[src/rtl/pba_pkg.sv]
package pba_pkg;
  localparam int NPORT = 4;
  localparam int P_RXW = 0;
  localparam int P_HRD = 1;
  localparam int P_HWR = 2;
  localparam int P_TXR = 3;

  typedef enum logic [1:0] {
    HM_PIO    = 2'd0,
    HM_SINGLE = 2'd1,
    HM_BURST  = 2'd2,
    HM_RSVD   = 2'd3
  } host_mode_e;
endpackage

[src/rtl/pba_fifo.sv]
module pba_fifo #(
  parameter int DW    = 16,
  parameter int DEPTH = 4
) (
  input  logic                         clk,
  input  logic                         rst_n,
  input  logic                         push,
  input  logic [DW-1:0]                push_data,
  input  logic                         pop,
  output logic [DW-1:0]                head,
  output logic [$clog2(DEPTH+1)-1:0]   level,
  output logic                         full,
  output logic                         empty
);
  localparam int IW = (DEPTH > 1) ? $clog2(DEPTH) : 1;
  localparam int CW = $clog2(DEPTH + 1);
  localparam logic [IW-1:0] LAST = IW'(DEPTH - 1);

  logic [DW-1:0] slots [DEPTH];
  logic [IW-1:0] wr_ix, rd_ix;
  logic          do_push, do_pop;

  assign full    = (level == CW'(DEPTH));
  assign empty   = (level == '0);
  assign do_push = push && !full;
  assign do_pop  = pop && !empty;
  assign head    = slots[rd_ix];

  always_ff @(posedge clk or negedge rst_n) begin
    if (!rst_n) begin
      wr_ix <= '0;
      rd_ix <= '0;
      level <= '0;
    end else begin
      if (do_push) wr_ix <= (wr_ix == LAST) ? '0 : wr_ix + 1'b1;
      if (do_pop)  rd_ix <= (rd_ix == LAST) ? '0 : rd_ix + 1'b1;
      case ({do_push, do_pop})
        2'b10:   level <= level + 1'b1;
        2'b01:   level <= level - 1'b1;
        default: level <= level;
      endcase
    end
  end

  always_ff @(posedge clk) begin
    if (do_push) slots[wr_ix] <= push_data;
  end
endmodule

[src/rtl/pba_slot_sel.sv]
module pba_slot_sel
  import pba_pkg::*;
(
  input  logic             clk,
  input  logic             rst_n,
  input  logic [NPORT-1:0] elig,
  output logic [NPORT-1:0] grant
);
  logic last_rd;

  always_comb begin
    grant = '0;
    if (elig[P_RXW])                                 grant[P_RXW] = 1'b1;
    else if (elig[P_TXR])                            grant[P_TXR] = 1'b1;
    else if (elig[P_HRD] && (!elig[P_HWR] || !last_rd)) grant[P_HRD] = 1'b1;
    else if (elig[P_HWR])                            grant[P_HWR] = 1'b1;
  end

  always_ff @(posedge clk or negedge rst_n) begin
    if (!rst_n)            last_rd <= 1'b0;
    else if (grant[P_HRD]) last_rd <= 1'b1;
    else if (grant[P_HWR]) last_rd <= 1'b0;
  end
endmodule

[src/rtl/pba_dma_req.sv]
module pba_dma_req
  import pba_pkg::*;
#(
  parameter int DEPTH = 4,
  parameter int CW    = 3
) (
  input  logic [1:0]    mode,
  input  logic [CW-1:0] burst_lvl,
  input  logic [CW-1:0] rd_level,
  input  logic [CW-1:0] wr_level,
  output logic          dreq_rd,
  output logic          dreq_wr
);
  logic [CW-1:0] thr;
  logic          wr_room;

  assign thr     = (burst_lvl == '0) ? CW'(1) : burst_lvl;
  assign wr_room = (wr_level < CW'(DEPTH));

  always_comb begin
    dreq_rd = 1'b0;
    dreq_wr = 1'b0;
    case (host_mode_e'(mode))
      HM_SINGLE: begin
        dreq_rd = (rd_level != '0);
        dreq_wr = wr_room;
      end
      HM_BURST: begin
        dreq_rd = (rd_level >= thr);
        dreq_wr = wr_room;
      end
      default: begin
        dreq_rd = 1'b0;
        dreq_wr = 1'b0;
      end
    endcase
  end
endmodule

[src/rtl/pkt_buf_arbiter.sv]
module pkt_buf_arbiter
  import pba_pkg::*;
#(
  parameter int DW    = 16,
  parameter int AW    = 12,
  parameter int DEPTH = 4,
  localparam int CW   = $clog2(DEPTH + 1)
) (
  input  logic             clk,
  input  logic             rst_n,
  input  logic             rxw_valid,
  output logic             rxw_ready,
  input  logic [DW-1:0]    rxw_data,
  input  logic             hwr_valid,
  output logic             hwr_ready,
  input  logic [DW-1:0]    hwr_data,
  output logic             hrd_valid,
  input  logic             hrd_ready,
  output logic [DW-1:0]    hrd_data,
  output logic             txr_valid,
  input  logic             txr_ready,
  output logic [DW-1:0]    txr_data,
  input  logic [1:0]       host_mode,
  input  logic [CW-1:0]    burst_lvl,
  output logic             dreq_rd,
  output logic             dreq_wr,
  input  logic [AW-1:0]    rxw_ptr,
  input  logic [AW-1:0]    hrd_ptr,
  input  logic [AW-1:0]    hwr_ptr,
  input  logic [AW-1:0]    txr_ptr,
  output logic [NPORT-1:0] slot_grant,
  output logic             mem_ce,
  output logic             mem_we,
  output logic [AW-1:0]    mem_addr,
  output logic [DW-1:0]    mem_wdata,
  input  logic [DW-1:0]    mem_rdata
);
  localparam int NW = 2;  // write ports: 0 receiver, 1 host
  localparam int NR = 2;  // read ports:  0 host, 1 transmitter
  localparam logic [CW:0] LIMIT = (CW+1)'(DEPTH);

  // write side
  logic [NW-1:0] w_in_valid, w_full, w_empty, w_pop;
  logic [DW-1:0] w_in_data [NW];
  logic [DW-1:0] w_head    [NW];
  logic [CW-1:0] w_level   [NW];

  // read side
  logic [NR-1:0] r_ready, r_pop, r_full, r_empty, rd_pend;
  logic [DW-1:0] r_head  [NR];
  logic [CW-1:0] r_level [NR];

  logic [NPORT-1:0] elig;
  logic [AW-1:0]    sel_addr;
  logic [DW-1:0]    sel_wdata;
  logic             sel_write;

  assign w_in_valid   = {hwr_valid, rxw_valid};
  assign w_in_data[0] = rxw_data;
  assign w_in_data[1] = hwr_data;
  assign w_pop        = {slot_grant[P_HWR], slot_grant[P_RXW]};
  assign rxw_ready    = !w_full[0];
  assign hwr_ready    = !w_full[1];

  for (genvar w = 0; w < NW; w++) begin : g_wq
    pba_fifo #(.DW(DW), .DEPTH(DEPTH)) u_wq (
      .clk       (clk),
      .rst_n     (rst_n),
      .push      (w_in_valid[w]),
      .push_data (w_in_data[w]),
      .pop       (w_pop[w]),
      .head      (w_head[w]),
      .level     (w_level[w]),
      .full      (w_full[w]),
      .empty     (w_empty[w])
    );
  end

  assign r_ready   = {txr_ready, hrd_ready};
  assign r_pop     = r_ready & ~r_empty;
  assign hrd_valid = !r_empty[0];
  assign hrd_data  = r_head[0];
  assign txr_valid = !r_empty[1];
  assign txr_data  = r_head[1];

  for (genvar k = 0; k < NR; k++) begin : g_rq
    pba_fifo #(.DW(DW), .DEPTH(DEPTH)) u_rq (
      .clk       (clk),
      .rst_n     (rst_n),
      .push      (rd_pend[k]),
      .push_data (mem_rdata),
      .pop       (r_pop[k]),
      .head      (r_head[k]),
      .level     (r_level[k]),
      .full      (r_full[k]),
      .empty     (r_empty[k])
    );
  end

  // eligibility: writes need data, reads need a reserved free slot
  always_comb begin
    elig        = '0;
    elig[P_RXW] = !w_empty[0];
    elig[P_HWR] = !w_empty[1];
    elig[P_HRD] = !r_full[0] &&
                  (((CW+1)'(r_level[0]) + (CW+1)'(rd_pend[0])) < LIMIT);
    elig[P_TXR] = !r_full[1] &&
                  (((CW+1)'(r_level[1]) + (CW+1)'(rd_pend[1])) < LIMIT);
  end

  pba_slot_sel u_sel (
    .clk   (clk),
    .rst_n (rst_n),
    .elig  (elig),
    .grant (slot_grant)
  );

  always_comb begin
    sel_addr  = rxw_ptr;
    sel_wdata = w_head[0];
    sel_write = 1'b0;
    unique case (1'b1)
      slot_grant[P_RXW]: begin sel_addr = rxw_ptr; sel_wdata = w_head[0]; sel_write = 1'b1; end
      slot_grant[P_HWR]: begin sel_addr = hwr_ptr; sel_wdata = w_head[1]; sel_write = 1'b1; end
      slot_grant[P_HRD]: sel_addr = hrd_ptr;
      slot_grant[P_TXR]: sel_addr = txr_ptr;
      default:           sel_addr = rxw_ptr;
    endcase
  end

  always_ff @(posedge clk or negedge rst_n) begin
    if (!rst_n) begin
      mem_ce    <= 1'b0;
      mem_we    <= 1'b0;
      mem_addr  <= '0;
      mem_wdata <= '0;
      rd_pend   <= '0;
    end else begin
      mem_ce  <= |slot_grant;
      mem_we  <= sel_write;
      rd_pend <= {slot_grant[P_TXR], slot_grant[P_HRD]};
      if (|slot_grant) mem_addr <= sel_addr;
      if (sel_write)   mem_wdata <= sel_wdata;
    end
  end

  pba_dma_req #(.DEPTH(DEPTH), .CW(CW)) u_dma (
    .mode      (host_mode),
    .burst_lvl (burst_lvl),
    .rd_level  (r_level[0]),
    .wr_level  (w_level[1]),
    .dreq_rd   (dreq_rd),
    .dreq_wr   (dreq_wr)
  );
endmodule

[config.mk]
export PLATFORM = sky130hd
export DESIGN_NAME = pkt_buf_arbiter
export DESIGN_NICKNAME = d
export VERILOG_FILES = /design/src/rtl/pba_pkg.sv /design/src/rtl/pba_fifo.sv /design/src/rtl/pba_slot_sel.sv /design/src/rtl/pba_dma_req.sv /design/src/rtl/pkt_buf_arbiter.sv
export SDC_FILE = /design/constraint.sdc
export NUM_CORES = 1
export LEC_CHECK = 0
export ABC_AREA = 0
export BUFFER_PORTS_ARGS = -buffer_cell sky130_fd_sc_hd__buf_2
export CORE_ASPECT_RATIO = 0.7
export CORE_MARGIN = 2
export CORE_UTILIZATION = 40
export DETAILED_ROUTE_END_ITERATION = 10
export SLEW_MARGIN = 0
export SYNTH_ARGS = -nofsm -noshare
export SYNTH_HDL_FRONTEND = slang
export SYNTH_SLANG_ARGS = --single-unit
[constraint.sdc]
create_clock -name clk -period 2.5 [get_ports clk]
set_input_delay 0.125 -clock clk [delete_from_list [all_inputs] [get_ports clk]]
set_output_delay 0.125 -clock clk [all_outputs]
set_load 0.02 [all_outputs]
==> run metrics, run 1 <==
outcome=complete, no violations; YS warnings=0; commonest non-fill, non-tap cell in the layout=edfxtp_1; Post-Route WL=around 28 mm; Critical-path top delay cell=dlygate4sd3_1; Max Root-Sink Buffers=3; site row count=54; min Tclk post-route=between 2 and 2.5 ns; hold path endpoint=mem_addr[1]; sequential share of the synthesized area=0.719; Port Buffers=178; met3 Usage GRT=0.0318; antenna fix cells=0; Mapped Cells=700; Worst Setup Start Kind=register; Worst Hold Depth=5; combinational share of power=0.346; initial antenna violation count=1; max-cap violations=0; Cell variety after synth=49; H-tree depth=1; Num CTS Buffers=31; Peak Freq=roughly 0.42 GHz; Max FO, Critical Path=11; busiest grt layer=met1; final worst path period share=0.942; crit-path cells=or3_4 > a21oi_2 > buf_4 > and2_4 > a211oi_2 > o31ai_2 > dlygate4sd3_1; max incr delay on CP=between 0.5 and 0.6 ns; WP data required=3.00 ns; Post-DP HPWL=~18 mm; DR DRC count=0; kind of end point of the critical path=register; core area=31,400 sq um; clock share of power=0.244; NumNets Final=between 1,000 and 1,500; initial DRC count=~600; ratio of cells with drive above 1 in the final layout=0.347; met2 Use GR=0.245; post-synthesis area per instance=18.3 sq um; vias per cell=4.98; clock root cell=clkbuf_16; reg2reg end=mem_addr[7]; Total GRT Usage=0.167; final slew viol count=0; Die Wd=approximately 220 um; syn_nets=840; async set-reset flop share out of synthesis=0.192; first-pass GRT wire length=42.5 mm; flop2flop setup slack=about 0.14 ns; Vias=7,141; Worst Setup Path Type=register to register; Final Skew=around 0.022 ns; Clock Sink Count=between 300 and 400; Top Ports=around 180; Fin Setup TNS=0 ns; Sequential Power Share=0.410; post-DR wirelength/cell=around 19 um; max_slew headroom=0.385; DIE AREA=33,500 sq um; Sw Ratio=0.336; P_sw=between 6000 and 7000 uW; Pint=about 12,000 uW; number of flops mapped to enable cells by yosys=around 260; Clk Latency, worst-skew pair=0.56 ns; GRT Residual Overflow=0; met1 usage=0.258; Hold Startpoint=txr_ptr[1]; Starting Density=0.409; slew at the pin with the worst max-slew slack=0.922 ns; setup violators final=0; TritonCTS clock tree=done; final hold slack=just under 0.03 ns; VDD IR max=between 600 and 700 uV; first-pass iteration count of the detailed router=5; RR Startpoint=g_wq[1].u_wq.level[1]; Fin. Hold Viols=0; Area growth syn-to-layout=25.5%; P per Cell Area=1130 nW/um^2; RSZ-0062 raised after global routing=no; final RePlAce weighted congestion=~0.85; CP Data Arrival Time=2.85 ns; fill cell count=2,614; R2R depth=7; Worst-path clk slew=around 0.06 ns; vias in the first global route=roughly 7,200; Antenna Violating Nets Remaining=0; leakage dissipation=between 0.006 and 0.007 uW; Die Ht=154 um; Most used DFF post-synth=edfxtp_1; Synth Register Bits=about 320; synthesized area=12,800 sq um; worst hold path type=primary input to register; largest net degree at the start of global routing=62; most frequent cells in the layout=edfxtp_1 (256), buf_2 (177), dlygate4sd3_1 (79), mux4_2 (64), dfrtp_1 (61)
## final cells by class
type	instances	area [sq um]	area share
clock buffer	38	822	0.0511
clock inverter	18	138	0.00856
inverter	44	165	0.0103
multi-input combinational	306	3260	0.203
sequential	317	9210	0.573
tap	420	526	0.0327
timing repair buffer	291	1960	0.122
## sequential cells by signal, indices dropped and copies added, names as in the netlist
signal           cells
g_wq.u_wq.rd_ix      4
g_rq.u_rq.wr_ix      4
rd_pend              2
g_wq.u_wq.level      6
g_wq.u_wq.wr_ix      4
mem_we               1
mem_ce               1
g_rq.u_rq.rd_ix      4
u_sel.last_rd        1
g_rq.u_rq.slots    128
mem_wdata           16
g_rq.u_rq.level      6
mem_addr            12
g_wq.u_wq.slots    128
## critical path: cells and delay by family, from the launching register on
family / cells / cell delay (ns)
AO/OA/AOI/OAI: 3 / 0.46
buffers and inverters: 2 / 0.76
flip-flops: 1 / 0.41
AND/OR/NAND/NOR: 2 / 0.65
## metrics by stage
step                      std cells  cell area [sq um]  power (uW)   util  setup slack (ns)
after floorplan                 700              12800       11700      -             0.144
after global placement         1299              14300       13600  0.457             0.489
after detailed placement       1299              14300       13700  0.457             0.446
after CTS                      1434              16100       18400  0.513            0.0322
after global routing           1434              16100       19100  0.513           0.00395
final                          1434              16100       18200  0.513             0.145
## cell usage after synthesis (2+ instances only)
cell type / instances / area share
ha_1: 29 / 0.028
inv_2: 3 / 0.00088
a2bb2oi_1: 2 / 0.0014
a21o_1: 5 / 0.0029
nor2_1: 24 / 0.0070
inv_1: 41 / 0.012
buf_2: 14 / 0.0055
mux2_2: 2 / 0.0018
o22ai_1: 6 / 0.0029
o21ai_0: 17 / 0.0066
a211oi_2: 9 / 0.0088
clkbuf_1: 15 / 0.0044
buf_4: 2 / 0.0012
fa_1: 4 / 0.0062
o21ai_1: 12 / 0.0047
and2_1: 8 / 0.0039
a222oi_1: 10 / 0.0078
or3_1: 4 / 0.0020
a31oi_1: 2 / 0.00098
o31ai_2: 9 / 0.0088
nand3_1: 3 / 0.0012
dfrtp_1: 61 / 0.12
xnor2_1: 4 / 0.0027
nor3_1: 6 / 0.0023
o21bai_1: 2 / 0.0012
xor2_1: 8 / 0.0055
and3_1: 9 / 0.0044
nand2_1: 35 / 0.010
a21oi_1: 11 / 0.0043
a22oi_1: 2 / 0.0012
nor3_4: 2 / 0.0025
mux4_2: 64 / 0.11
mux2_1: 4 / 0.0035
edfxtp_1: 256 / 0.60
## worst max path at each step
stage | slack [ns] | depth (start not counted) | startpoint | to
global placement | 0.49 | 9 | g_wq[0].u_wq.level[1] | g_wq[1].u_wq.level[2]
finish | 0.14 | 7 | g_wq[1].u_wq.level[1] | mem_addr[7]
floorplan | 0.14 | 10 | g_wq[0].u_wq.level[1] | g_wq[1].u_wq.level[2]
detailed placement | 0.45 | 7 | g_wq[1].u_wq.level[1] | g_wq[1].u_wq.level[1]
CTS | 0.03 | 5 | g_wq[1].u_wq.level[1] | slot_grant[1]
global route | 0.004 | 7 | g_wq[1].u_wq.level[1] | mem_addr[3]
## power groups by stage
stage | Sequential [uW] | Combinational, uW | Clock, uW
5_1_grt | 7580 | 6810 | 4750
2_1_floorplan | 7570 | 4090 | 0
6_report | 7450 | 6280 | 4430
3_3_place_gp | 7550 | 6090 | 0
4_1_cts | 7460 | 6350 | 4550
3_5_place_dp | 7570 | 6140 | 0
## per-layer routing
layer	vias up	routed length (um)
li1	3312	-
met1	3617	13800
met2	177	12100
met3	35	1430
met4	0	507
met5	-	0
## cell families (layout without fill, tap and decap cells)
| logic type | after synthesis | after routing | synth area share |
|---|---|---|---|
| buffers and inverters | 77 | 391 | 0.0264 |
| adder cells (fa/ha/maj) | 33 | 33 | 0.0346 |
| AO/OA/AOI/OAI | 94 | 94 | 0.0564 |
| multiplexers | 71 | 71 | 0.119 |
| AND/OR/NAND/NOR | 96 | 96 | 0.0369 |
| XOR/XNOR | 12 | 12 | 0.00820 |
| flip-flops | 317 | 317 | 0.719 |
## what timing repair did
action / CTS / global route
gates resized for setup: 0 / 2
hold endpoints to repair: 337 / 0
hold buffers: 79 / 0
endpoints found under the setup margin: 0 / 3
buffers inserted: 0 / 0
No activity file was read; power rests on OpenSTA's default activity.
==> inputs of run 2 (changes only) <==
--- a/config.mk
+++ b/config.mk
@@ -11,6 +11,8 @@
 export CORE_MARGIN = 2
 export CORE_UTILIZATION = 40
 export DETAILED_ROUTE_END_ITERATION = 10
+export GPL_TIMING_DRIVEN = 0
+export PLACE_DENSITY = 0.67
 export SLEW_MARGIN = 0
 export SYNTH_ARGS = -nofsm -noshare
 export SYNTH_HDL_FRONTEND = slang
==> run 2 against run 1 <==
  * Hold slack better by 0.018 ns
  * Utilization is 0.41 points higher
  * Global-route usage is 0.31 points higher
  * Register-to-register slack worse by 0.07 ns
==> run metrics, run 2 (same netlist as run 1, synthesis figures left out) <==
Die Ht=154 um (unchanged); Die Wd=218 um (unchanged); Top Ports=179 (unchanged); R2R depth=6 (-1); slew at the pin with the worst max-slew slack=1.04 ns (+0.116 ns); VDD IR max=572 uV (-5.0%); post-DR wirelength/cell=19.7 um (+1.4%); WP data required=2.97 ns (-0.03 ns); final worst path period share=0.969 (+0.0267); Vias=7,266 (+1.8%); biggest regs=g_rq.u_rq.slots x128, g_wq.u_wq.slots x128, mem_wdata x16; delay-heaviest family, CP=simple AND/OR/NAND/NOR gates; largest net degree at the start of global routing=62 (unchanged); Max FO, Critical Path=10 (-1); H-tree depth=1 (unchanged); max-cap violations=0 (unchanged); GRT Residual Overflow=0 (unchanged); ratio of cells with drive above 1 in the final layout=0.345 (-0.00204); vias in the first global route=7,478 (+3.5%); pre-CTS WS=-0.362 ns (-0.808 ns); Area growth syn-to-layout=26.5%; core area=31,400 sq um (unchanged); Antenna Violating Nets Remaining=0 (unchanged); leakage dissipation=0.00608 uW (+0.37%); RSZ-0062 raised after global routing=yes; DIE AREA=33,500 sq um (unchanged); final slew viol count=0 (unchanged); initial DRC count=491 (-18%); Final Skew=0.0239 ns (+0.00228 ns); Cell Count Post-Placement=1,299 (unchanged); RR Startpoint=g_wq[1].u_wq.level[1]; total power draw=18,500 uW (+1.8%); Num CTS Buffers=31 (unchanged); NumNets Final=1,136 (+0.44%); Critical-path top delay cell=dlygate4sd3_1; Post-Route WL=28.4 mm (+2.0%); Post-DP HPWL=18.8 mm (+2.7%); site row count=54 (unchanged); min Tclk post-route=2.42 ns (+0.0668 ns); initial antenna violation count=3 (+2); Port Buffers=178 (unchanged); DR DRC count=0 (unchanged); Total GRT Usage=0.170 (+0.00310); final std cells w/o fill=1,443 (+0.63%); CP Launch Point=g_wq[1].u_wq.level[1]; setup violators final=0 (unchanged); kind of end point of the critical path=register; max_slew headroom=0.308 (-0.0772); final RePlAce weighted congestion=0.795 (-6.9%); Worst-path clk slew=0.06 ns (about the same); max incr delay on CP=0.59 ns (+0.02 ns); Starting Density=0.409 (unchanged); Max Root-Sink Buffers=3 (unchanged); TritonCTS clock tree=done; reg2reg end=mem_addr[10]; end of the critical path=mem_addr[10]; most frequent cells in the layout=edfxtp_1 (256), buf_2 (185), dlygate4sd3_1 (81), mux4_2 (64), dfrtp_1 (58); outcome=complete, no violations; vias per cell=5.04 (+1.1%); Worst Hold Depth=5 (unchanged); flop2flop setup slack=0.08 ns (-0.07 ns); first-pass GRT wire length=43.0 mm (+1.3%); commonest non-fill, non-tap cell in the layout=edfxtp_1; worst hold path type=primary input to register; crit path buf inv count=1 (-1); clock root cell=clkbuf_16; Clk Latency, worst-skew pair=0.58 ns (+0.02 ns); P per Cell Area=1140 nW/um^2 (+1.0%); first-pass iteration count of the detailed router=7 (+2); Worst Setup Path Type=register to register; crit-path cells=nor3_4 > nand3_1 > nand2_1 > a221oi_1 > dlygate4sd3_1 > o31ai_2; Peak Freq=0.413 GHz (-2.8%); WP depth=6 (-1); CP Data Arrival Time=2.90 ns (+0.05 ns); fin worst setup slack=0.0782 ns (-0.0668 ns); Worst Setup Start Kind=register; Clock Sink Count=317 (unchanged); Fin. Hold Viols=0 (unchanged)
-- run 2: changes by cell type in the layout (fill, tap and decap cells not counted), moves of 5 or more --
cell	before	now
clkbuf_1	5	14
clkbuf_2	0	8
buf_4	33	9
buf_2	177	185
clkinv_2	7	2
-- run 2: routing by layer --
metal / up-vias / share of wire / global-route usage
met5: - / 0 / 0
met4: 0 / 0.022 / 0.0515
met3: 43 / 0.057 / 0.0318
met2: 217 / 0.46 / 0.261
met1: 3670 / 0.46 / 0.247
li1: 3336 / - / -
-- run 2: worst min path at each step --
stage,start,endpoint,slack [ns]
2_1_floorplan,rst_n,g_rq[0].u_rq.level[0],-0.17
3_3_place_gp,hwr_data[11],g_wq[1].u_wq.slots[2][11],0.34
3_5_place_dp,rst_n,mem_addr[7],0.15
4_1_cts,txr_ptr[11],mem_addr[11],0.01
5_1_grt,txr_ptr[3],mem_addr[3],0.07
6_report,txr_ptr[11],mem_addr[11],0.05
-- run 2: power by group --
part	internal (uW)	total [uW]	switching, uW
clock	2800	4720	1920
combinational	2690	6430	3740
sequential	6810	7340	524
total	12300	18500	6190
-- run 2: stage by stage --
stage           util  setup TNS (ns)  area [sq um]  hold WS [ns]
4_1_cts        0.515         -0.0275         16100        0.0134
2_1_floorplan      -               0         12800        -0.171
5_1_grt        0.517          -0.107         16200        0.0673
3_5_place_dp   0.455           -2.42         14300         0.149
3_3_place_gp   0.454           -1.90         14200         0.341
6_report       0.517               0         16200        0.0469
-- run 2: final cells by class --
class	count	area, sq um
Antenna cell	3	7.51
Buffer	33	201
Clock buffer	38	802
Clock inverter	19	230
Fill cell	2555	15100
Inverter	44	165
Multi-Input combinational cell	306	3310
Sequential cell	317	9220
Tap cell	420	526
Timing Repair Buffer	263	1750
-- run 2: timing repair --
action,CTS,global route
endpoints found under the hold margin,337,0
pin swaps,1,1
endpoints found under the setup margin,36,42
resized for setup,12,19
hold buffers,81,0
setup buffers,1,2
-- run 2: worst min-delay path, stage by stage --
cell and delay (ns):
buf_2 0.08, nand2_1 0.04, o21ai_1 0.08, a211oi_2 0.06, o31ai_2 0.19
